--- src/rtl/sb_pkg.sv ---
package sb_pkg;
    localparam int SB_NUM_FU  = 4;
    localparam int SB_NUM_REG = 16;
    localparam int SB_OP_W    = 4;
    localparam int SB_FU_W    = $clog2(SB_NUM_FU);
    localparam int SB_REG_W   = $clog2(SB_NUM_REG);
    localparam int SB_TAG_W   = $clog2(SB_NUM_FU + 1);

    typedef logic [SB_TAG_W-1:0] tag_t;   // 0 = no producer, u+1 = unit u
    typedef logic [SB_REG_W-1:0] reg_t;
    typedef logic [SB_OP_W-1:0]  op_t;
    typedef logic [SB_FU_W-1:0]  fu_t;

    typedef enum logic [1:0] {
        U_IDLE = 2'd0,
        U_WAIT = 2'd1,
        U_EXEC = 2'd2,
        U_DONE = 2'd3
    } ustate_e;

    typedef struct packed {
        op_t  op;
        reg_t dst;
        reg_t src1;
        reg_t src2;
    } iss_t;

    typedef struct packed {
        ustate_e st;
        op_t     op;
        reg_t    fi;
        reg_t    fj;
        reg_t    fk;
        tag_t    qj;
        tag_t    qk;
        logic    rj;
        logic    rk;
    } ustat_t;

    function automatic tag_t fu_tag(input int idx);
        return tag_t'(idx + 1);
    endfunction
endpackage

--- src/rtl/sb_regstat.sv ---
module sb_regstat
    import sb_pkg::*;
(
    input  logic clk,
    input  logic rst,
    input  logic set_en,
    input  reg_t set_reg,
    input  tag_t set_tag,
    input  logic clr_en,
    input  reg_t clr_reg,
    input  reg_t rd_a,
    input  reg_t rd_b,
    input  reg_t rd_d,
    output tag_t tag_a,
    output tag_t tag_b,
    output tag_t tag_d
);
    tag_t tbl [SB_NUM_REG];

    always_ff @(posedge clk) begin
        if (rst) begin
            for (int r = 0; r < SB_NUM_REG; r++) tbl[r] <= '0;
        end else begin
            if (clr_en) tbl[clr_reg] <= '0;
            if (set_en) tbl[set_reg] <= set_tag;
        end
    end

    assign tag_a = tbl[rd_a];
    assign tag_b = tbl[rd_b];
    assign tag_d = tbl[rd_d];
endmodule

--- src/rtl/sb_unit.sv ---
module sb_unit
    import sb_pkg::*;
(
    input  logic   clk,
    input  logic   rst,
    input  logic   iss_en,
    input  iss_t   iss,
    input  tag_t   src_tag_a,
    input  tag_t   src_tag_b,
    input  tag_t   wb_tag,
    input  logic   done_in,
    input  logic   wb_win,
    output ustat_t stat,
    output logic   rd_grant
);
    tag_t qa, qb;
    logic wb_any;

    assign wb_any = (wb_tag != '0);
    // a producer writing back in the issue cycle no longer blocks the source
    assign qa = (wb_any && src_tag_a == wb_tag) ? '0 : src_tag_a;
    assign qb = (wb_any && src_tag_b == wb_tag) ? '0 : src_tag_b;
    assign rd_grant = (stat.st == U_WAIT) && stat.rj && stat.rk;

    always_ff @(posedge clk) begin
        if (rst) begin
            stat.st <= U_IDLE;
            stat.op <= '0;
            stat.fi <= '0;
            stat.fj <= '0;
            stat.fk <= '0;
            stat.qj <= '0;
            stat.qk <= '0;
            stat.rj <= 1'b0;
            stat.rk <= 1'b0;
        end else if (iss_en) begin
            stat.st <= U_WAIT;
            stat.op <= iss.op;
            stat.fi <= iss.dst;
            stat.fj <= iss.src1;
            stat.fk <= iss.src2;
            stat.qj <= qa;
            stat.qk <= qb;
            stat.rj <= (qa == '0);
            stat.rk <= (qb == '0);
        end else begin
            unique case (stat.st)
                U_WAIT: begin
                    if (rd_grant) begin
                        stat.st <= U_EXEC;
                        stat.rj <= 1'b0;
                        stat.rk <= 1'b0;
                    end else begin
                        if (wb_any && stat.qj == wb_tag) begin
                            stat.qj <= '0;
                            stat.rj <= 1'b1;
                        end
                        if (wb_any && stat.qk == wb_tag) begin
                            stat.qk <= '0;
                            stat.rk <= 1'b1;
                        end
                    end
                end
                U_EXEC: if (done_in) stat.st <= U_DONE;
                U_DONE: if (wb_win) stat.st <= U_IDLE;
                default: ;
            endcase
        end
    end
endmodule

--- src/rtl/sb_wb_arb.sv ---
module sb_wb_arb
    import sb_pkg::*;
(
    input  logic [SB_NUM_FU-1:0] fin_v,
    input  logic [SB_NUM_FU-1:0] wait_v,
    input  logic [SB_NUM_FU-1:0] rj_v,
    input  logic [SB_NUM_FU-1:0] rk_v,
    input  reg_t [SB_NUM_FU-1:0] fi_a,
    input  reg_t [SB_NUM_FU-1:0] fj_a,
    input  reg_t [SB_NUM_FU-1:0] fk_a,
    output logic [SB_NUM_FU-1:0] wb_grant,
    output reg_t                 wb_reg,
    output tag_t                 wb_tag
);
    logic [SB_NUM_FU-1:0] war_block;
    logic [SB_NUM_FU-1:0] elig;

    for (genvar u = 0; u < SB_NUM_FU; u++) begin : g_war
        always_comb begin
            war_block[u] = 1'b0;
            for (int f = 0; f < SB_NUM_FU; f++) begin
                if (f != u && wait_v[f] &&
                    ((fj_a[f] == fi_a[u] && rj_v[f]) ||
                     (fk_a[f] == fi_a[u] && rk_v[f])))
                    war_block[u] = 1'b1;
            end
        end
        assign elig[u] = fin_v[u] && !war_block[u];
    end

    always_comb begin
        logic found;
        found    = 1'b0;
        wb_grant = '0;
        wb_reg   = '0;
        wb_tag   = '0;
        for (int u = 0; u < SB_NUM_FU; u++) begin
            if (elig[u] && !found) begin
                found       = 1'b1;
                wb_grant[u] = 1'b1;
                wb_reg      = fi_a[u];
                wb_tag      = fu_tag(u);
            end
        end
    end
endmodule

--- src/rtl/sb_ctrl.sv ---
module sb_ctrl
    import sb_pkg::*;
(
    input  logic                          clk,
    input  logic                          rst,
    input  logic                          in_valid,
    output logic                          in_ready,
    input  logic [SB_OP_W-1:0]            in_op,
    input  logic [SB_REG_W-1:0]           in_dst,
    input  logic [SB_REG_W-1:0]           in_src1,
    input  logic [SB_REG_W-1:0]           in_src2,
    input  logic [SB_FU_W-1:0]            in_fu,
    input  logic [SB_NUM_FU-1:0]          done,
    output logic [SB_NUM_FU-1:0]          rd_grant,
    output logic [SB_NUM_FU-1:0]          wb_grant,
    output logic [SB_REG_W-1:0]           wb_reg,
    output logic [SB_NUM_FU*SB_OP_W-1:0]  unit_op
);
    ustat_t               stat [SB_NUM_FU];
    logic [SB_NUM_FU-1:0] busy_vec;
    logic [SB_NUM_FU-1:0] fin_v, wait_v, rj_v, rk_v;
    reg_t [SB_NUM_FU-1:0] fi_a, fj_a, fk_a;
    tag_t                 tag_a, tag_b, tag_d, wb_tag;
    logic                 issue;
    iss_t                 iss;

    assign iss      = '{op: in_op, dst: in_dst, src1: in_src1, src2: in_src2};
    assign in_ready = !busy_vec[in_fu] && (tag_d == '0);
    assign issue    = in_valid && in_ready;

    sb_regstat u_regstat (
        .clk     (clk),
        .rst     (rst),
        .set_en  (issue),
        .set_reg (in_dst),
        .set_tag (fu_tag(int'(in_fu))),
        .clr_en  (|wb_grant),
        .clr_reg (wb_reg),
        .rd_a    (in_src1),
        .rd_b    (in_src2),
        .rd_d    (in_dst),
        .tag_a   (tag_a),
        .tag_b   (tag_b),
        .tag_d   (tag_d)
    );

    for (genvar u = 0; u < SB_NUM_FU; u++) begin : g_unit
        sb_unit u_unit (
            .clk       (clk),
            .rst       (rst),
            .iss_en    (issue && (in_fu == fu_t'(u))),
            .iss       (iss),
            .src_tag_a (tag_a),
            .src_tag_b (tag_b),
            .wb_tag    (wb_tag),
            .done_in   (done[u]),
            .wb_win    (wb_grant[u]),
            .stat      (stat[u]),
            .rd_grant  (rd_grant[u])
        );
        assign busy_vec[u] = (stat[u].st != U_IDLE);
        assign fin_v[u]    = (stat[u].st == U_DONE);
        assign wait_v[u]   = (stat[u].st == U_WAIT);
        assign rj_v[u]     = stat[u].rj;
        assign rk_v[u]     = stat[u].rk;
        assign fi_a[u]     = stat[u].fi;
        assign fj_a[u]     = stat[u].fj;
        assign fk_a[u]     = stat[u].fk;
        assign unit_op[u*SB_OP_W +: SB_OP_W] = stat[u].op;
    end

    sb_wb_arb u_arb (
        .fin_v    (fin_v),
        .wait_v   (wait_v),
        .rj_v     (rj_v),
        .rk_v     (rk_v),
        .fi_a     (fi_a),
        .fj_a     (fj_a),
        .fk_a     (fk_a),
        .wb_grant (wb_grant),
        .wb_reg   (wb_reg),
        .wb_tag   (wb_tag)
    );
endmodule

--- config.mk ---
export PLATFORM = sky130hd
export DESIGN_NAME = sb_ctrl
export DESIGN_NICKNAME = d
export VERILOG_FILES = /design/src/rtl/sb_pkg.sv /design/src/rtl/sb_regstat.sv /design/src/rtl/sb_unit.sv /design/src/rtl/sb_wb_arb.sv /design/src/rtl/sb_ctrl.sv
export SDC_FILE = /design/constraint.sdc
export NUM_CORES = 1
export LEC_CHECK = 0
export ABC_CLOCK_PERIOD_IN_PS = 2800
export BUFFER_PORTS_ARGS = -buffer_cell sky130_fd_sc_hd__buf_2
export CAP_MARGIN = 20
export CORE_MARGIN = 3
export CORE_UTILIZATION = 35
export DETAILED_ROUTE_END_ITERATION = 8
export GPL_ROUTABILITY_DRIVEN = 0
export PLACE_DENSITY_LB_ADDON = 0.2
export SLEW_MARGIN = 10
export SYNTH_ARGS = -nofsm -noshare
export SYNTH_HDL_FRONTEND = slang
export SYNTH_SLANG_ARGS = --single-unit
--- constraint.sdc ---
create_clock -name clk -period 2.8 [get_ports clk]
set_input_delay 0.56 -clock clk [delete_from_list [all_inputs] [get_ports clk]]
set_output_delay 0.56 -clock clk [all_outputs]
set_load 0.005 [all_outputs]
Word level (Yosys, flattened, before mapping)
Memory sizes are Yosys's and may differ from the RTL's.
Cells that the tools add are included.
- input port bits: 25
- RAM bits: 48
- bits in registers: 104
- memories kept: 1
- mux-type cells: 96
- order comparisons: 1
- reductions and logical operators: 155
- add/sub/neg operators: 1
- equality and inequality tests: 77
- memory list (name ; depth ; width ; rd ports ; clocked after memory_dff ; write ports ; line ; RTL):
    u_regstat.tbl ; 16 ; 3 ; 3 ; 0 ; 16 ; sb_regstat.sv:18 ; tag_t tbl [SB_NUM_REG];
- operators with widths (operator ; number):
    $eq A4 B4 Y1 ; 24
    $logic_and A1 B1 Y1 ; 67
    $mux W8 ; 8
    $mux W1 ; 42
    $mux W3 ; 13
    $reduce_bool A3 Y1 ; 13
    $mux W2 ; 18
    $reduce_and A4 Y1 ; 8
    $reduce_bool A2 Y1 ; 16
    $eq A3 B3 Y1 ; 10
    $mux W4 ; 6
    $mux W6 ; 4
    $ne A2 B2 Y1 const B ; 12
    $ne A3 B3 Y1 const B ; 8
    $pmux W2 S3 ; 4
    $reduce_and A3 Y1 ; 8
    $eq A2 B2 Y1 const B ; 10
    $reduce_and A2 Y1 ; 8
    $reduce_bool A4 Y1 ; 4
    $logic_or A1 B1 Y1 ; 12
    $ne A3 B2 Y1 const B ; 4
    $eq A2 B1 Y1 const B ; 5
    $logic_not A3 Y1 ; 3
    $logic_not A1 Y1 ; 8
    other kinds (8) ; 15

Depth between registers and ports, before layout
Gate-level depths: netlist (run 1).
- depth in word-level cells: 25
- depth in mapped cells: 14
- gate-level depth less buffers: 11

By module
A second synthesis (run 1) with hierarchy kept.
- cells, all modules: 953
- area total of the unflattened synthesis: 9638.0 um^2
- modules (own cells, without submodules) (module ; area each (um^2) ; instances ; cells each):
    sb_unit ; 1149.9 ; 4 ; 117
    sb_regstat ; 3275.6 ; 1 ; 250
    sb_wb_arb ; 1550.2 ; 1 ; 207
    sb_ctrl ; 212.7 ; 1 ; 28

Least setup slack after synthesis (run 1)
Ideal clock, no wire load.
- path kind: reg2reg
- start: register, netlist name g_unit[0].u_unit.stat[24]
- end: memory u_regstat.tbl[15][0] in the netlist's numbering, enable pin
- buffers on the path: 1
- cell stages (with the launch flop): 12
- period minus slack after synthesis: 2.823 ns
- data arrival time: 2.467 ns
- data required time: 2.445 ns
- path slack: -0.023 ns
- cell sequence: dfxtp_1 nor2b_1 buf_2 nand2_1 o22ai_1 or4_1 o21ba_2 nand2_1 clkinv_2 o2bb2ai_2 nand3_1 o31ai_1
- RTL lines (what ; line):
    end, declared ; sb_regstat.sv:18

Worst setup path after layout (run 1)
- start: register, netlist name g_unit[0].u_unit.stat[17]
- end: output port wb_reg[2]
- word-level cells in the longest chain between the ends: 19
- elaborated cells between the ends (all ways): 36
- those cells by class: eq/ne: 6; mux: 10; reduce/logical: 20
- ends and longest elaborated chain (what ; line ; RTL):
    $eq A4 B4 Y1, on equally long branches ; sb_wb_arb.sv:23, sb_wb_arb.sv:24 ;
    $logic_and A1 B1 Y1, on equally long branches ; sb_wb_arb.sv:23, sb_wb_arb.sv:24 ;
    $logic_or A1 B1 Y1 ; sb_wb_arb.sv:23 ; ((fj_a[f] == fi_a[u] && rj_v[f]) ||
    $logic_and A1 B1 Y1 ; sb_wb_arb.sv:22 ; if (f != u && wait_v[f] &&
    $mux W1 (2 in series) ; sb_wb_arb.sv:22 ;
    $mux W1 * ; sb_wb_arb.sv:22 ;
    $logic_not A1 Y1 * ; sb_wb_arb.sv:28 ; assign elig[u] = fin_v[u] && !war_block[u];
    $logic_and A1 B1 Y1 * ; sb_wb_arb.sv:28 ;
    [... 2 more ...] ; - ;
    $logic_and A1 B1 Y1 ; sb_wb_arb.sv:38 ; if (elig[u] && !found) begin
    $mux W1 ; sb_wb_arb.sv:38 ;
    $logic_not A1 Y1 ; sb_wb_arb.sv:38 ;
    $logic_and A1 B1 Y1 ; sb_wb_arb.sv:38 ;
    $mux W1 ; sb_wb_arb.sv:38 ;
    $logic_not A1 Y1 ; sb_wb_arb.sv:38 ;
    $logic_and A1 B1 Y1 ; sb_wb_arb.sv:38 ;
    $mux W4 * ; sb_wb_arb.sv:38 ;
    end, declared ; sb_ctrl.sv:16 ; output logic [SB_REG_W-1:0] wb_reg,
Every way passes the cells marked *; elsewhere a longest branch is shown, timed or not.

==> metrics, run 1 <==
status=finished with violations; failing checks=negative setup slack; Crit Path Class=reg -> out; fraction of layout cells with a size suffix above 1=0.4034; Final Util=0.5000; synthesized area=approximately 9300 um^2; placed insts=1496; RSZ-0062 raised after global routing=true; antenna-violating nets left=0; Worst-Skew Late Latency=approximately 0.44 ns; initial antenna violation count=0; hpwl dp=approximately 25000 um; count of final setup violators=66; relative slew slack=0.6722; drt first-iter violations=817; drt pass-1 iters=7; htree depth=4; die span in y=around 170 um; Non-Filler Instances=roughly 1600; Setup crit start kind=flip-flop; Worst EP arrival=between 2 and 3 ns; pre-CTS setup slack=-0.5062 ns; Synth area leaders=dfxtp_1 22%, edfxtp_1 16%, xnor2_1 7.5%; Nets=1253; Critical-path top delay cell=dfxtp_4; met2 wire length=15900 um; switching share of power=0.2768; final hold vios=0; Remaining Overflow, GRT=0; Initial Util=0.3624; row count=58; CTS tree=yes; crit path time final=roughly 3.2 ns; Via density=approximately 5.6; wire per inst=between 20 and 25 um; Routed WL=roughly 34000 um; Required @ worst endpoint=approximately 2.2 ns; area share of the leading cell type in the synthesized netlist=0.2243; Logic pwr share=0.148; Most used DFF post-synth=dfxtp_1; number of enable flip-flop cells after synthesis=48; cts bufs inserted=17; ys async rst share=0; Netlist cell types=just over 80; most common cell in the netlist=nor2_1; DR vias=8822; Area Growth Syn to Fin=38.00%; total of max-cap violations=0; root buffer cell=clkbuf_16; fin. max-slew vios=0; worst vdd ir=about 0.00036 V; Slew @ Worst Pin=0.4917 ns; total length of routed met3 wires=2409 um; die width=roughly 170 um; area of the die=roughly 29000 um^2; Leakage=approximately 0.005 uW; Max FO, Critical Path=5; met1 WL=14420 um; Synth top cells by count=113 x nor2_1, 108 x nand2_1, 104 x dfxtp_1; synth warn=0; max incr delay on CP=between 0.3 and 0.4 ns; Setup crit end kind=output pin; global-route wire length before repair=~50000 um; Gate Count Post-Synth=about 1000; maximum clock rate=312.2 MHz; core area=approximately 26000 um^2; Top delay family on crit path=compound AO/OA/AOI/OAI gates; sequential power share=0.431; PD cells=~440 nW/um^2; number of global-route vias before repair=8836; hold slack=0.3985 ns; clk_skew=around 0.016 ns; post-route setup TNS=-12.45 ns; Sink Count=~150; worst reg2reg setup slack=-0.29 ns; GRT Overall Usage=0.2355; IO Port Bufs=53; DRC=0; clock network fraction of total power=0.421; P_int=~4000 uW; filler cell count=~2400; worst-case clock buffer depth=2; most used cell along the critical path=buf_6; antenna cells=0; setup ws final=-0.4033 ns; Mapped Nets=a little over 1000; Psw=around 1500 uW; #FFs+latches synth=between 150 and 200; largest net degree at the start of global routing=43; Hold Crit Class=in -> reg; post-synth top area cell=dfxtp_1; Ports=between 50 and 60; clock-pin slew on the worst setup and hold paths=~0.07 ns; crit path buf inv count=5; DR top layer=met4; Tcrit/Tclk final=1.144; post-synthesis sequential area ratio=0.3796; Mean Syn Cell Area=around 9.3 um^2; CP cell instances=buf_6 > xor2_4 > nor4_4 > a21boi_2 > o311ai_4 > or2_4 > inv_6 > a221oi_4 > a2bb2oi_4 > inv_2 > buf_6 > buf_6
stage by stage:
stage          power (uW)  instance area [um^2]
2_1_floorplan        2864                  9293
3_3_place_gp         3216                 11180
3_5_place_dp         3218                 11180
4_1_cts              5554                 12420
5_1_grt              5759                 12810
6_report             5576                 12810
final cells by class:
cell class,count,area (um^2),share of cell area
sequential,152,3601,0.2811
timing repair buffer,303,2375,0.1854
clock inverter,14,146.4,0.01143
multi-input combinational,735,5777,0.4510
clock buffer,18,429.2,0.03350
tap,330,412.9,0.03223
inverter,15,68.82,0.005372
state kept, by name (all words and copies together) (netlist names):
register and flops:
u_regstat.tbl 48, g_unit.u_unit.stat 104
layer usage:
| metal | vias to the layer above | global-route usage |
|---|---|---|
| met5 | - | 0 |
| met1 | 4328 | 0.3140 |
| met4 | 0 | 0.08324 |
| met3 | 65 | 0.04858 |
| met2 | 376 | 0.3809 |
| li1 | 4053 | - |
power groups by stage:
stage	logic, uW	clock network (uW)	registers [uW]
after detailed placement	766	0	2450
after global placement	765	0	2450
after global routing	884	2460	2410
after floorplan	442	0	2420
final	825	2350	2410
after CTS	784	2370	2400
layout by cell type, fill, tap and decap left out, types with 14 or more instances in the layout:
cell,count
buf_4,220
nand2_1,104
nor2_1,102
xnor2_1,74
dfxtp_1,70
a21oi_1,52
edfxtp_1,48
buf_2,47
mux2i_1,38
nor3_1,35
mux4_2,29
buf_6,26
nand4_1,23
dfxtp_2,20
nand3_1,19
clkbuf_16,17
and3_1,16
xor2_1,14
dfxtp_4,14
logic make-up after synthesis:
kind of cell	count (synthesis)	synth area share
AOI/OAI and AO/OA	174	0.1394
DFF	152	0.3796
buffers and inverters	109	0.06402
adders and majority gates	4	0.005392
xor gates and xnor gates	99	0.09341
muxes	68	0.1125
and+or+nand+nor	390	0.2057
worst paths after layout:
kind / start / to / cells after the start
hold reg to reg: g_unit[2].u_unit.stat[23] / g_unit[2].u_unit.stat[23] / 2
setup reg to reg: g_unit[1].u_unit.stat[18] / u_regstat.tbl[8][1] / 11
setup / recovery: g_unit[0].u_unit.stat[17] / wb_reg[2] / 12
hold / removal: in_op[0] / g_unit[0].u_unit.stat[20] / 3
worst min-delay path, stage by stage:
cell     delay (ns)
buf_2          0.13
nand2_1        0.06
a21oi_1        0.05
timing repair:
| item | CTS | global route |
|---|---|---|
| buffers inserted | 35 | 11 |
| hold buffers | 0 | 0 |
| pin swaps | 40 | 26 |
| gates resized for setup | 129 | 64 |
| setup endpoints to repair | 85 | 89 |
No activity file was read; power rests on OpenSTA's default activity.
==> inputs of run 2 (changes only) <==
--- a/config.mk
+++ b/config.mk
@@ -5,7 +5,7 @@
 export SDC_FILE = /design/constraint.sdc
 export NUM_CORES = 1
 export LEC_CHECK = 0
-export ABC_CLOCK_PERIOD_IN_PS = 2800
+export ABC_CLOCK_PERIOD_IN_PS = 3600
 export BUFFER_PORTS_ARGS = -buffer_cell sky130_fd_sc_hd__buf_2
 export CAP_MARGIN = 20
 export CORE_MARGIN = 3
==> constraint.sdc (replaced) <==
create_clock -name clk -period 3.6 [get_ports clk]
set_input_delay 0.72 -clock clk [delete_from_list [all_inputs] [get_ports clk]]
set_output_delay 0.72 -clock clk [all_outputs]
set_load 0.005 [all_outputs]
==> run 2 against run 1 <==
  * The run now ends clean
  * Clock power decreased by 27%
  * First-iteration DRC count decreased by 18%
  * Final area decreased by 16%
  * Setup slack improved by 0.54 ns
  * Clock skew decreased by 0.0027 ns
  * Global-route usage decreased by 2.0 points
  * Final cell count decreased by 10%
  * Critical path type unchanged
  * Largest cell class unchanged
  * Largest power group unchanged
==> metrics, run 2 (same netlist as run 1, synthesis figures left out) <==
relative slew slack=0.5540 (was 0.6722); global-route wire length before repair=47400 um (was 51520 um); Worst EP arrival=2.74 ns (was 2.64 ns); Ports=54 (unchanged); count of final setup violators=0 (was 66); PD cells=382.0 nW/um^2 (was 435.3 nW/um^2); CP cell instances=xor2_1 > nor4_4 > nor4_4 > a21boi_4 > buf_4 > a221oi_2 > a2bb2oi_4 > inv_1 > buf_2 (was buf_6 > xor2_4 > nor4_4 > a21boi_2 > o311ai_4 > or2_4 > inv_6 > a221oi_4 > a2bb2oi_4 > inv_2 > buf_6 > buf_6); row count=58 (unchanged); die width=168.9 um (unchanged); Setup crit end kind=output pin (unchanged); hold depth=2 (was 3); Hold-fix buffers, CTS=0 (unchanged); IO Port Bufs=53 (unchanged); cts bufs inserted=17 (unchanged); Tcrit/Tclk final=0.9616; area of the die=28510 um^2 (unchanged); worst-case clock buffer depth=2 (unchanged); commonest non-fill, non-tap cell in the layout=nor2_1 (was buf_4); fraction of layout cells with a size suffix above 1=0.2330 (was 0.4034); clock-pin slew on the worst setup and hold paths=0.07 ns (about the same); total power=4112 uW (was 5576 uW); Crit Path Class=reg -> out (unchanged); Remaining Overflow, GRT=0 (unchanged); drt pass-1 iters=6 (was 7); wire per inst=22.09 um (was 21.59 um); Sink Count=152 (unchanged); GRT Overall Usage=0.2160 (was 0.2355); Slew @ Worst Pin=0.6689 ns (was 0.4917 ns); initial antenna violation count=0 (unchanged); htree depth=4 (unchanged); Crit. path cell count=9 (was 12); antenna-violating nets left=0 (unchanged); Nets=1089 (was 1253); Most flops, register=g_unit.u_unit.stat (unchanged); CTS tree=yes (unchanged); DRC=0 (unchanged); Top delay family on crit path=compound AO/OA/AOI/OAI gates (unchanged); die span in y=168.9 um (unchanged); Area Growth Syn to Fin=15.97% (was 38.00%); clk_skew=0.01307 ns (was 0.01573 ns); status=finished, final reports clean (was finished with violations); Routed WL=30990 um (was 33830 um); fin. max-slew vios=0 (unchanged); Worst-Skew Late Latency=0.44 ns (about the same); Leakage=0.003936 uW (was 0.004960 uW); root buffer cell=clkbuf_16 (unchanged); reg2reg path depth=11 (unchanged); crit path time final=~3.5 ns; antenna cells=0 (unchanged); max incr delay on CP=0.44 ns (was 0.36 ns); Initial Util=0.3624 (unchanged); core area=25620 um^2 (unchanged); DR vias=8033 (was 8822); crit path buf inv count=3 (was 5); hold slack=0.4526 ns (was 0.3985 ns); Hold Crit Class=reg -> reg (was in -> reg); Setup crit start kind=flip-flop (unchanged); largest net degree at the start of global routing=53 (was 43); total of max-cap violations=0 (unchanged); Via density=5.726 (was 5.630); most frequent cells in the layout=112 x nor2_1, 107 x nand2_1, 88 x dfxtp_1 (was 220 x buf_4, 104 x nand2_1, 102 x nor2_1); top flop regs=g_unit.u_unit.stat x104, u_regstat.tbl x48 (unchanged); drt first-iter violations=673 (was 817); Required @ worst endpoint=2.88 ns (was 2.24 ns); Critical-path top delay cell=dfxtp_2 (was dfxtp_4); final hold vios=0 (unchanged); maximum clock rate=between 200 and 300 MHz; most used cell along the critical path=nor4_4 (was buf_6); Max FO, Critical Path=5 (unchanged); Final Util=0.4202 (was 0.5000); number of global-route vias before repair=7851 (was 8836); hpwl dp=23440 um (was 25310 um); max reg flops=104 (unchanged); worst vdd ir=0.0002729 V (was 0.0003562 V)
-- run 2: cell count changes in the layout (fill, tap and decap cells not counted), sizes merged --
cell      previous run  this run
clkinv               7         5
clkinvlp             1         3
bufinv               2         0
inv                 19        21
buf                303       139
-- run 2: worst paths after layout --
kind,startpoint,end,slack [ns]
setup / recovery,g_unit[1].u_unit.stat[19],wb_reg[1],0.14
setup reg to reg,g_unit[0].u_unit.stat[24],u_regstat.tbl[4][2],0.26
hold / removal,g_unit[0].u_unit.stat[22],g_unit[0].u_unit.stat[22],0.45
hold reg to reg,g_unit[0].u_unit.stat[22],g_unit[0].u_unit.stat[22],0.45
-- run 2: timing repair --
item,CTS,global route
gates resized for setup,8,22
setup endpoints to repair,5,27
buffers inserted,5,7
pin swaps,1,4
-- run 2: area by class of cell --
cell class              instances  area, um^2
clock buffers                  18       429.2
clock inverters                14       112.6
fillers                      2564       14850
inverters                      15       57.56
multi-input cells             735        5259
flip-flops and latches        152        3543
well taps                     330       412.9
repair buffers                139       950.9
-- run 2: through the flow --
| step | worst slack, ns | std cells | setup TNS [ns] | area [um^2] |
|---|---|---|---|---|
| after floorplan | 0.6681 | 996 | 0 | 9283 |
| after global placement | 0.03188 | 1359 | 0 | 10020 |
| after detailed placement | 0.03599 | 1359 | 0 | 10020 |
| after CTS | 0.001877 | 1396 | 0 | 10630 |
| after global routing | -0.01295 | 1403 | -0.01674 | 10770 |
| final | 0.1383 | 1403 | 0 | 10770 |
-- run 2: tightest hold or removal path, delay by kind of cell, from the launching register on --
kind	cells	cell delay [ns]
and+or+nand+nor	1	0.05
DFF	1	0.30
AOI/OAI and AO/OA	1	0.05
-- run 2: layer usage --
layer,GRT usage,part of all wire,vias to the layer above
met5,0,0,-
met4,0.07435,0.029,0
met3,0.04484,0.066,61
met2,0.3445,0.47,290
met1,0.2923,0.44,3958
li1,-,-,3724
-- run 2: power by group --
part	total (uW)	leakage [uW]	internal, uW	switching [uW]
sequential	1880	0.00135	1820	64.9
clock	1720	0.000258	898	823
combinational	511	0.00233	215	296
total	4110	0.00394	2930	1180
==> inputs of run 3 (changes only) <==
--- a/config.mk
+++ b/config.mk
@@ -8,6 +8,7 @@
 export ABC_CLOCK_PERIOD_IN_PS = 3600
 export BUFFER_PORTS_ARGS = -buffer_cell sky130_fd_sc_hd__buf_2
 export CAP_MARGIN = 20
+export CORE_ASPECT_RATIO = 0.9
 export CORE_MARGIN = 3
 export CORE_UTILIZATION = 35
 export DETAILED_ROUTE_END_ITERATION = 8
==> run 3 against run 2 <==
  * Worst hold slack improved by 0.0049 ns
  * Die area about the same
  * Core utilization decreased by 0.10 points
  * Clock power rose by 14%
  * Non-clock buffer count fell by 14
  * Setup slack got worse by 0.060 ns
  * Combinational power down 2%
  * Critical path type unchanged
  * Final area is 0.31% lower
  * Highest routed layer unchanged
==> metrics, run 3 (same netlist as run 1, synthesis figures left out) <==
status=finished, final reports clean (unchanged); Ports=54 (unchanged); Sink Count=152 (unchanged); cts bufs inserted=17 (unchanged); initial antenna violation count=0 (unchanged); Most flops, register=g_unit.u_unit.stat (unchanged); largest net degree at the start of global routing=82 (was 53); row count=55 (was 58); clock-pin slew on the worst setup and hold paths=0.07 ns (about the same); Max FO, Critical Path=10 (was 5); worst vdd ir=0.0002664 V (was 0.0002729 V); worst-case clock buffer depth=2 (unchanged); clk_skew=0.01173 ns (was 0.01307 ns); Required @ worst endpoint=2.88 ns (about the same); CTS tree=yes (unchanged); most frequent cells in the layout=111 x nor2_1, 106 x nand2_1, 92 x dfxtp_1 (was 112 x nor2_1, 107 x nand2_1, 88 x dfxtp_1); Area Growth Syn to Fin=15.61% (was 15.97%); Worst-Skew Late Latency=0.43 ns (was 0.44 ns); total of max-cap violations=0 (unchanged); count of final setup violators=0 (unchanged); relative slew slack=0.3580 (was 0.5540); placement-stage cell area=9972 um^2 (was 10020 um^2); max reg flops=104 (unchanged); Setup crit start kind=flip-flop (unchanged); maximum clock rate=283.9 MHz (was 288.9 MHz); htree depth=4 (unchanged); root buffer cell=clkbuf_16 (unchanged); filler cell count=2536 (was 2564); Slew @ Worst Pin=0.9630 ns (was 0.6689 ns); area of the die=28520 um^2 (was 28510 um^2); final hold vios=0 (unchanged); DRC=0 (unchanged); Leakage=0.003925 uW (was 0.003936 uW); pre-CTS setup slack=0.004371 ns (was 0.03599 ns); drt pass-1 iters=5 (was 6); DR vias=8076 (was 8033); die width=177.7 um (was 168.9 um); global-route wire length before repair=47750 um (was 47400 um); IO Port Bufs=53 (unchanged); die span in y=160.5 um (was 168.9 um); Hold-fix buffers, CTS=0 (unchanged); antenna-violating nets left=0 (unchanged); top flop regs=g_unit.u_unit.stat x104, u_regstat.tbl x48 (unchanged); hpwl dp=23240 um (was 23440 um); fraction of layout cells with a size suffix above 1=0.2210 (was 0.2330); Routed WL=31180 um (was 30990 um); Final Instance Area=10730 um^2 (was 10770 um^2); antenna cells=0 (unchanged); Setup crit end kind=output pin (unchanged); number of global-route vias before repair=7660 (was 7851); Final Util=0.4192 (was 0.4202); core area=25600 um^2 (was 25620 um^2); commonest non-fill, non-tap cell in the layout=nor2_1 (unchanged); Initial Util=0.3626 (was 0.3624); Nets=1075 (was 1089); total power=4339 uW (was 4112 uW); PD cells=404.3 nW/um^2 (was 382.0 nW/um^2); wire per inst=22.26 um (was 22.09 um); crit path time final=3.522 ns (was 3.462 ns); fin. max-slew vios=0 (unchanged); Hold Crit Class=reg -> reg (unchanged); Crit Path Class=reg -> out (unchanged); Worst EP arrival=2.80 ns (was 2.74 ns); setup ws final=0.07819 ns (was 0.1383 ns); Tcrit/Tclk final=0.9783 (was 0.9616); drt first-iter violations=634 (was 673); Remaining Overflow, GRT=0 (unchanged); GRT Overall Usage=0.2190 (was 0.2160); Via density=5.764 (was 5.726)
-- run 3: cell types whose count changed in the layout (fill, tap and decap cells not counted), moves of 3 or more --
cell,previous run,this run
clkinvlp_4,3,0
buf_4,84,72
inv_8,1,4
dfxtp_2,16,12
dfxtp_1,88,92
-- run 3: layout make-up --
class / instances / area, um^2 / area share
multi-input combinational: 735 / 5244 / 0.4886
sequential: 152 / 3538 / 0.3297
timing repair buffer: 125 / 820.8 / 0.07648
clock buffer: 18 / 450.4 / 0.04197
tap: 342 / 427.9 / 0.03987
clock inverter: 14 / 191.4 / 0.01784
inverter: 15 / 58.81 / 0.005480
-- run 3: worst paths after layout --
path | from | endpoint | slack, ns | depth (start not counted)
setup / recovery | g_unit[1].u_unit.stat[19] | wb_reg[3] | 0.08 | 8
hold / removal | g_unit[3].u_unit.stat[22] | g_unit[3].u_unit.stat[22] | 0.46 | 2
setup reg to reg | g_unit[2].u_unit.stat[11] | u_regstat.tbl[10][2] | 0.33 | 12
hold reg to reg | g_unit[3].u_unit.stat[22] | g_unit[3].u_unit.stat[22] | 0.46 | 2
-- run 3: routing by layer --
metal	global-route usage	vias up	routed length [um]	share of wire
met2	0.3336	353	13900	0.45
met4	0.05960	0	686	0.022
met1	0.3195	3979	14460	0.46
met5	0	-	0	0
met3	0.03830	54	2137	0.069
li1	-	3690	-	-
-- run 3: where the power goes --
part           switching, uW  total, uW  internal (uW)
Sequential              65.4       1880           1820
Combinational            294        500            206
Clock                    825       1960           1130
-- run 3: critical path, stage by stage (launching register included) --
cell	delay, ns
dfxtp_2	0.50
xor2_1	0.27
nor4_4	0.10
or4_4	0.52
nor2_4	0.34
a221oi_1	0.17
o2bb2ai_2	0.16
buf_4	0.18
buf_2	0.13
-- run 3: repair_timing --
item	in CTS	in global routing
resized for setup	8	19
setup buffers	2	1
pin swaps	3	2
setup endpoints to repair	5	54
-- run 3: per-stage QoR --
stage                        TNS, ns  hold WS (ns)  cells
final                              0        0.4575   1401
after global routing      -0.0005271        0.4774   1401
after CTS                          0        0.4610   1400
after detailed placement           0        0.4502   1366
after global placement      -0.03091        0.4417   1366
after floorplan                    0        0.4367    996
